==> src/rtl/vsel_pkg.sv <==
package vsel_pkg;
  typedef enum logic [1:0] {
    SRC_EMPTY    = 2'd0,
    SRC_GROUP    = 2'd1,
    SRC_FALLBACK = 2'd2
  } vsel_src_e;
endpackage

==> src/rtl/vsel_occupancy.sv <==
module vsel_occupancy #(
  parameter int NUM_WAYS  = 8,
  parameter int NUM_CORES = 4,
  localparam int CORE_W   = (NUM_CORES > 1) ? $clog2(NUM_CORES) : 1,
  localparam int CNT_W    = $clog2(NUM_WAYS + 1)
) (
  input  logic [CORE_W-1:0]          req_core,
  input  logic [NUM_WAYS-1:0]        way_valid,
  input  logic [NUM_WAYS*CORE_W-1:0] way_owner,
  output logic [NUM_WAYS-1:0]        own_mask,
  output logic [CNT_W-1:0]           own_count
);
  always_comb begin
    own_count = '0;
    for (int i = 0; i < NUM_WAYS; i++) begin
      own_mask[i] = way_valid[i] && (way_owner[i*CORE_W +: CORE_W] == req_core);
      own_count   = own_count + {{(CNT_W-1){1'b0}}, own_mask[i]};
    end
  end
endmodule

==> src/rtl/vsel_first_clear.sv <==
module vsel_first_clear #(
  parameter int NUM_WAYS = 8,
  localparam int IDX_W   = (NUM_WAYS > 1) ? $clog2(NUM_WAYS) : 1
) (
  input  logic [NUM_WAYS-1:0] way_valid,
  output logic [IDX_W-1:0]    hole_idx,
  output logic                hole_any
);
  always_comb begin
    hole_idx = '0;
    hole_any = 1'b0;
    for (int i = NUM_WAYS - 1; i >= 0; i--) begin
      if (!way_valid[i]) begin
        hole_idx = IDX_W'(i);
        hole_any = 1'b1;
      end
    end
  end
endmodule

==> src/rtl/vsel_lru_pick.sv <==
module vsel_lru_pick #(
  parameter int NUM_WAYS = 8,
  localparam int IDX_W   = (NUM_WAYS > 1) ? $clog2(NUM_WAYS) : 1,
  localparam int RANK_W  = IDX_W
) (
  input  logic [NUM_WAYS-1:0]        cand_mask,
  input  logic [NUM_WAYS*RANK_W-1:0] way_rank,
  output logic [IDX_W-1:0]           pick_idx,
  output logic                       pick_any
);
  logic [RANK_W-1:0] best_rank;

  always_comb begin
    pick_idx  = '0;
    pick_any  = 1'b0;
    best_rank = '0;
    for (int i = 0; i < NUM_WAYS; i++) begin
      if (cand_mask[i] && (!pick_any || (way_rank[i*RANK_W +: RANK_W] > best_rank))) begin
        pick_idx  = IDX_W'(i);
        pick_any  = 1'b1;
        best_rank = way_rank[i*RANK_W +: RANK_W];
      end
    end
  end
endmodule

==> src/rtl/vsel_victim_top.sv <==
module vsel_victim_top #(
  parameter int NUM_WAYS  = 8,
  parameter int NUM_CORES = 4,
  localparam int CORE_W   = (NUM_CORES > 1) ? $clog2(NUM_CORES) : 1,
  localparam int IDX_W    = (NUM_WAYS > 1) ? $clog2(NUM_WAYS) : 1,
  localparam int RANK_W   = IDX_W,
  localparam int CNT_W    = $clog2(NUM_WAYS + 1)
) (
  input  logic [CORE_W-1:0]          req_core,
  input  logic [CNT_W-1:0]           req_quota,
  input  logic [NUM_WAYS-1:0]        way_valid,
  input  logic [NUM_WAYS*CORE_W-1:0] way_owner,
  input  logic [NUM_WAYS*RANK_W-1:0] way_rank,
  output logic [IDX_W-1:0]           victim_way
);
  import vsel_pkg::*;

  logic [NUM_WAYS-1:0]       own_mask;
  logic [CNT_W-1:0]          own_count;
  logic                      under_quota;
  logic [IDX_W-1:0]          hole_idx;
  logic                      hole_any;
  logic [1:0][NUM_WAYS-1:0]  pick_mask;
  logic [1:0][IDX_W-1:0]     pick_idx;
  logic [1:0]                pick_any;
  vsel_src_e                 victim_src;

  vsel_occupancy #(.NUM_WAYS(NUM_WAYS), .NUM_CORES(NUM_CORES)) u_occ (
    .req_core (req_core),
    .way_valid(way_valid),
    .way_owner(way_owner),
    .own_mask (own_mask),
    .own_count(own_count)
  );

  vsel_first_clear #(.NUM_WAYS(NUM_WAYS)) u_hole (
    .way_valid(way_valid),
    .hole_idx (hole_idx),
    .hole_any (hole_any)
  );

  assign under_quota  = own_count < req_quota;
  // slot 0: quota-selected group, slot 1: whole set
  assign pick_mask[0] = under_quota ? (way_valid & ~own_mask) : own_mask;
  assign pick_mask[1] = way_valid;

  for (genvar g = 0; g < 2; g++) begin : g_pick
    vsel_lru_pick #(.NUM_WAYS(NUM_WAYS)) u_pick (
      .cand_mask(pick_mask[g]),
      .way_rank (way_rank),
      .pick_idx (pick_idx[g]),
      .pick_any (pick_any[g])
    );
  end

  always_comb begin
    if (hole_any)         victim_src = SRC_EMPTY;
    else if (pick_any[0]) victim_src = SRC_GROUP;
    else                  victim_src = SRC_FALLBACK;
  end

  always_comb begin
    unique case (victim_src)
      SRC_EMPTY:    victim_way = hole_idx;
      SRC_GROUP:    victim_way = pick_idx[0];
      default:      victim_way = pick_idx[1];
    endcase
  end
endmodule

==> config.mk <==
export PLATFORM = sky130hd
export DESIGN_NAME = vsel_victim_top
export DESIGN_NICKNAME = d
export VERILOG_FILES = /design/src/rtl/vsel_pkg.sv /design/src/rtl/vsel_occupancy.sv /design/src/rtl/vsel_first_clear.sv /design/src/rtl/vsel_lru_pick.sv /design/src/rtl/vsel_victim_top.sv
export SDC_FILE = /design/constraint.sdc
export NUM_CORES = 1
export LEC_CHECK = 0
export ABC_AREA = 1
export BUFFER_PORTS_ARGS = -buffer_cell sky130_fd_sc_hd__buf_2
export CAP_MARGIN = 20
export CELL_PAD_IN_SITES_DETAIL_PLACEMENT = 1
export CELL_PAD_IN_SITES_GLOBAL_PLACEMENT = 2
export CORE_ASPECT_RATIO = 1.5
export CORE_MARGIN = 2
export CORE_UTILIZATION = 32
export DETAILED_ROUTE_END_ITERATION = 6
export PLACE_DENSITY_LB_ADDON = 0.1
export SYNTH_ARGS = -nofsm -noshare
export SYNTH_HDL_FRONTEND = slang
export SYNTH_SLANG_ARGS = --single-unit
==> constraint.sdc <==
create_clock -name vclk -period 21.1
set_input_delay 1.055 -clock vclk [all_inputs]
set_output_delay 1.055 -clock vclk [all_outputs]
set_load 0.02 [all_outputs]
==> key figures, run 1 <==
Routing
  – Total Routed Length: 8.84 mm
  – Number of DRC markers in iteration 0: 61
  – Initial DRT Pass Iterations: 4
  – Total via count in the routed design: roughly 3,100
  – Routed wirelength normalized by instance count: around 14 um
  – Count of nets left with antenna violations after detail routing: 0
  – Vias per inst: approximately 5
  – DRC violation count after routing: 0

STA
  – Fin crit share: roughly 64%
  – Unrepaired setup endpoints after global routing: false
  – Total of endpoints with negative setup slack in the final report: 0
  – Tmin final: 13.49 ns
  – Worst hold slack across all endpoints: approximately 2.6 ns
  – Hold Fails Final Rpt: 0
  – FMAX: around 0.074 GHz
  – Number of pins with negative max-slew slack in the final report: 0
  – Normalized max-slew margin: about 58%
  – Sum of negative setup slack: 0 ns
  – Final worst-path setup slack: ~7.6 ns
  – Measured slew at the worst slew-check pin: 0.631 ns

Floorplan
  – Placeable core area: approximately 8400 sq um
  – Number of rows created at floorplan: roughly 40
  – Overall die area: approximately 9300 sq um
  – Die Span X: just under 80 um
  – Number of ports placed on the die boundary: between 50 and 60
  – Initial cell density of the core: ~33%
  – Overall die height: 117 um

Synthesis
  – Post-synthesis share of cell area spent on full adders, half adders and majority gates: 24.9%
  – Most frequent cell after synthesis: sky130_fd_sc_hd__nand2_1
  – Top cells by instance count after synthesis: 162 x sky130_fd_sc_hd__nand2_1, 62 x sky130_fd_sc_hd__inv_1, 48 x sky130_fd_sc_hd__ha_1
  – Main combinational cell family by area after synthesis: simple AND/OR/NAND/NOR gates
  – Fraction of synthesized cell area taken by the top area cell type: about 22%
  – Cell types occupying the most area after synthesis: sky130_fd_sc_hd__nand2_1 22%, sky130_fd_sc_hd__ha_1 22%, sky130_fd_sc_hd__nand3_1 8.6%
  – Post-Syn Nets: 576
  – Simple logic cell fraction of the synthesized area: 48.7%
  – Library cell occupying the most area in the post-synthesis netlist: sky130_fd_sc_hd__nand2_1
  – Mux share of post-synthesis cell area: 0%
  – Count of warnings emitted by yosys: 0
  – Post-Syn Area: roughly 2700 sq um
  – Number of distinct library cells after synthesis: 39
  – Area fraction in compound gates after synthesis: about an eighth
  – Xor/xnor share of the synthesized area: just under 4%
  – Cell count after synthesis: 470
  – Mean cell area of the mapped netlist: 5.81 sq um
  – Share of the yosys chip area belonging to registers: 0%

Global routing
  – Maximum number of pins on one net before global-route repair: 13
  – Wire length of the first global-routing pass: ~15 mm
  – Remaining Overflow, GRT: 0
  – Initial antenna violation count: 0
  – Number of global-route vias before repair: about 3,300
  – GR Util All Layers: about a fifth

Setup path
  – Endpoint type of the worst setup path: output port
  – Signal arrival time at the worst endpoint: around 12 ns
  – Crit Path Category: in2out
  – WP data required: between 20 and 25 ns
  – Worst Path Max Fanout: 11
  – Stage delay of the slowest cell on the critical path: about 0.53 ns
  – Slowest cell on the critical path: sky130_fd_sc_hd__fa_1
  – Startpoint types: primary input
  – Critical path's most frequent cell: sky130_fd_sc_hd__nand2_1

Pwr
  – Largest voltage drop on the vdd net: around 0.000026 V
  – Ratio of total power to cell area: between 70 and 80 nW/um^2
  – Leakage power of the design: 1.86 nW

Cells and area
  – Number of nets in the final layout: 630
  – Inserted Diodes: 0
  – CLK BUF: 0
  – Count of non-filler cells in the finished layout: around 630
  – Area overhead of the layout relative to synthesis: 14.2%
  – Sequential cells: 0
  – Cell area after layout: between 3000 and 4000 sq um
  – Storage element area: 0 sq um
  – Fillers: 1,186
  – Fraction of final layout cells sized beyond drive strength 1: between 10% and 20%

Placed design
  – Placed insts: ~630
  – Cell area after placement: roughly 3100 sq um
  – Estimated wirelength of the detail-placed design: between 8 and 9 mm
  – Worst-case setup slack after placement: roughly 7.5 ns
  – Port buffer count: 57
  – Global placer's final weighted congestion: about 0.83

CTS
  – Cts repair resizes: 0
  – Number of buffers added for setup after CTS: 0
  – Total of hold buffers inserted after clock tree synthesis: 0

Job
  – # Max-Cap Violations: 0

Min path
  – Worst hold path startpoint: way_valid[0]
  – Worst hold path depth: 4
  – Worst hold path endpoint: victim_way[0]
  – Worst Hold Class: in2out

Outcome
  – Outcome: complete, no violations
-- worst max-delay path, delay by kind of cell --
family                     cells  cell delay (ns)
adders and majority gates     13             4.71
AOI/OAI and AO/OA             10             1.26
buffers and inverters         11             1.05
and+or+nand+nor               50             4.36
-- cell families (layout without fill, tap and decap cells) --
logic type	after synthesis	in the layout
and+or+nand+nor	277	277
buffers and inverters	72	124
AOI/OAI and AO/OA	57	57
adders and majority gates	52	52
xor gates and xnor gates	12	12
-- worst max path at each step --
| stage | startpoint | end |
|---|---|---|
| floorplan | req_core[1] | victim_way[1] |
| global placement | req_core[1] | victim_way[1] |
| detailed placement | req_core[1] | victim_way[1] |
| CTS | req_core[1] | victim_way[1] |
| global route | req_core[1] | victim_way[1] |
| finish | req_core[1] | victim_way[1] |
-- cell type report --
type / instances / area (sq um) / share of cell area [%]
tap: 107 / 134 / 4.29
timing repair buffer: 57 / 285 / 9.14
multi-input combinational: 398 / 2450 / 78.4
inverter: 67 / 254 / 8.14
-- through the flow --
step	power [mW]	utilization, %
floorplan	0.168	-
global placement	0.220	37.3
detailed placement	0.228	37.3
CTS	0.229	37.3
global route	0.262	37.3
finish	0.225	37.3
-- per-layer routing --
layer | global-route usage, % | part of all wire [%] | up-vias
li1 | - | - | 1633
met1 | 20.7 | 39 | 1456
met2 | 42.3 | 58 | 41
met3 | 0.537 | 1.4 | 10
met4 | 2.99 | 1.6 | 0
met5 | 0 | 0 | -
-- cell usage in the layout (no fill, tap or decap), drive strengths merged --
| cell | instances |
|---|---|
| a31oi | 3 |
| inv | 64 |
| nand3b | 3 |
| a32o | 1 |
| nor4 | 2 |
| nand4 | 4 |
| xnor2 | 10 |
| a21oi | 19 |
| o21ai | 31 |
| nor3 | 3 |
| clkinv | 3 |
| xor2 | 2 |
| a21boi | 3 |
| nand2 | 180 |
| and2 | 11 |
| fa | 4 |
| or2 | 2 |
| nand3 | 56 |
| ha | 48 |
| nor2 | 16 |
| buf | 57 |
-- where the power goes --
part / switching (mW) / leakage, nW / total [mW] / internal, mW
logic: 0.141 / 1.86 / 0.225 / 0.0836
clock network: 0 / 0 / 0 / 0
registers: 0 / 0 / 0 / 0
total: 0.141 / 1.86 / 0.225 / 0.0836
Note: power is estimated with default switching activity, not from simulation.
==> run 2: changes to the inputs <==
--- a/config.mk
+++ b/config.mk
@@ -12,7 +12,7 @@
 export CELL_PAD_IN_SITES_GLOBAL_PLACEMENT = 2
 export CORE_ASPECT_RATIO = 1.5
 export CORE_MARGIN = 2
-export CORE_UTILIZATION = 32
+export CORE_UTILIZATION = 27
 export DETAILED_ROUTE_END_ITERATION = 6
 export PLACE_DENSITY_LB_ADDON = 0.1
 export SYNTH_ARGS = -nofsm -noshare
==> constraint.sdc (replaced) <==
create_clock -name vclk -period 12.2
set_input_delay 0.61 -clock vclk [all_inputs]
set_output_delay 0.61 -clock vclk [all_outputs]
set_load 0.02 [all_outputs]
==> key figures, run 2 (synthesis gave the netlist of run 1 again) <==
Pwr
  – Internal power: 0.200 mW
  – Switching power total: about 0.27 mW
  – Ratio of total power to cell area: between 100 and 150 nW/um^2
  – Gate power share: 100.0%
  – Share of total power consumed by net switching: just under 60%
  – Total power of the final layout: about 0.47 mW
  – Part of the power in registers: 0%
  – Largest voltage drop on the vdd net: 0.0000274 V
  – Fraction of power consumed by the clock network: 0%
  – Leakage power of the design: around 2 nW

Cells and area
  – Most common library cell in the layout ignoring fill and taps: sky130_fd_sc_hd__nand2_1
  – Cell area after layout: around 3600 sq um
  – Area overhead of the layout relative to synthesis: 32.3%
  – Number of nets in the final layout: 657
  – Sequential cells: 0
  – Most used cells in the layout excluding fill and tap cells: 148 x sky130_fd_sc_hd__nand2_1, 61 x sky130_fd_sc_hd__inv_1, 53 x sky130_fd_sc_hd__buf_2, 41 x sky130_fd_sc_hd__nand3_1, 37 x sky130_fd_sc_hd__ha_1
  – CLK BUF: 0
  – Fraction of final layout cells sized beyond drive strength 1: between 30% and 40%
  – Storage element area: 0 sq um
  – Inserted Diodes: 0

Global routing
  – Initial antenna violation count: 0
  – Maximum number of pins on one net before global-route repair: 12
  – Remaining Overflow, GRT: 0
  – Wire length of the first global-routing pass: roughly 15 mm
  – Number of global-route vias before repair: ~3,400
  – GR Util All Layers: between 10% and 20%

Floorplan
  – Placeable core area: between 9000 and 10,000 sq um
  – Die Span X: around 86 um
  – Number of rows created at floorplan: 45
  – Overall die height: ~130 um
  – Number of ports placed on the die boundary: 57
  – Initial cell density of the core: 27.4%
  – Overall die area: ~11,000 sq um

Routing
  – Initial DRT Pass Iterations: 4
  – Vias per inst: about 4.9
  – Routed wirelength normalized by instance count: around 14 um
  – Total via count in the routed design: 3,234
  – Count of nets left with antenna violations after detail routing: 0
  – Number of DRC markers in iteration 0: 60
  – Total Routed Length: between 9 and 10 mm
  – DRC violation count after routing: 0

STA
  – Final worst-path setup slack: roughly 0.7 ns
  – Hold Fails Final Rpt: 0
  – Tmin final: approximately 11 ns
  – Total of endpoints with negative setup slack in the final report: 0
  – Normalized max-slew margin: about three fifths
  – Measured slew at the worst slew-check pin: 0.594 ns
  – Number of pins with negative max-slew slack in the final report: 0
  – Fin crit share: roughly 94%
  – FMAX: slightly below 0.09 GHz
  – Sum of negative setup slack: 0 ns

Setup path
  – Startpoint types: primary input
  – Worst Path Max Fanout: 7
  – WP data required: about 12 ns
  – Stage delay of the slowest cell on the critical path: 0.53 ns
  – Signal arrival time at the worst endpoint: around 11 ns
  – Crit Path Category: in2out
  – Critical path's most frequent cell: sky130_fd_sc_hd__nand2_1
  – Endpoint type of the worst setup path: output port
  – Slowest cell on the critical path: sky130_fd_sc_hd__fa_1

Placed design
  – Estimated wirelength of the detail-placed design: between 8 and 9 mm
  – Worst-case setup slack after placement: -0.110 ns
  – Cell area after placement: about 3300 sq um
  – Port buffer count: 57
  – Global placer's final weighted congestion: a little under 0.8

Job
  – # Max-Cap Violations: 0

Outcome
  – Outcome: complete, no violations

Min path
  – Worst Hold Class: in2out
  – Worst hold path depth: 5

CTS
  – Total of hold buffers inserted after clock tree synthesis: 0
==> run 2: cell count changes in the layout (fill, tap and decap cells not counted), sizes merged <==
cell	before	now
buf	57	83
clkinv	3	1
inv	64	66
clkbuf	0	1
==> run 2: area by class of cell <==
class / instances / area (sq um)
Fill cell: 1349 / 6350
Multi-Input combinational cell: 398 / 2710
Timing Repair Buffer: 84 / 509
Inverter: 67 / 255
Tap cell: 117 / 146
==> run 2: per-stage QoR <==
step | std cells | util [%] | hold slack [ns]
detailed placement | 660 | 33.0 | 1.81
global placement | 660 | 33.0 | 1.80
floorplan | 470 | - | 1.52
finish | 666 | 36.3 | 1.77
global route | 666 | 36.3 | 1.81
CTS | 660 | 33.4 | 1.82
==> run 2: path summary, 6_finish.rpt <==
path	from	endpoint	slack, ns
setup / recovery	req_core[1]	victim_way[1]	0.71
hold / removal	way_valid[3]	victim_way[1]	1.77
==> run 2: power groups by stage <==
| stage | Combinational [mW] | Sequential (mW) | Clock (mW) |
|---|---|---|---|
| after detailed placement | 0.415 | 0 | 0 |
| final | 0.474 | 0 | 0 |
| after CTS | 0.422 | 0 | 0 |
| after floorplan | 0.291 | 0 | 0 |
| after global placement | 0.405 | 0 | 0 |
| after global routing | 0.542 | 0 | 0 |
==> run 2: layer usage <==
| layer | track usage, % | wire [um] |
|---|---|---|
| met5 | 0 | 0 |
| met4 | 0.560 | 68 |
| met3 | 0.129 | 104 |
| met2 | 38.1 | 5760 |
| met1 | 18.0 | 3710 |
==> run 2: timing repair <==
action / 4_1_cts / 5_1_grt
setup endpoints to repair: 3 / 3
pin swaps: 0 / 16
buffers inserted: 0 / 6
gates resized for setup: 7 / 56
==> run 2: critical path: cells and delay by family <==
kind | cells | cell delay [ns]
and+or+nand+nor | 50 | 4.20
adders and majority gates | 12 | 4.01
buffers and inverters | 11 | 1.16
AOI/OAI and AO/OA | 7 | 0.89
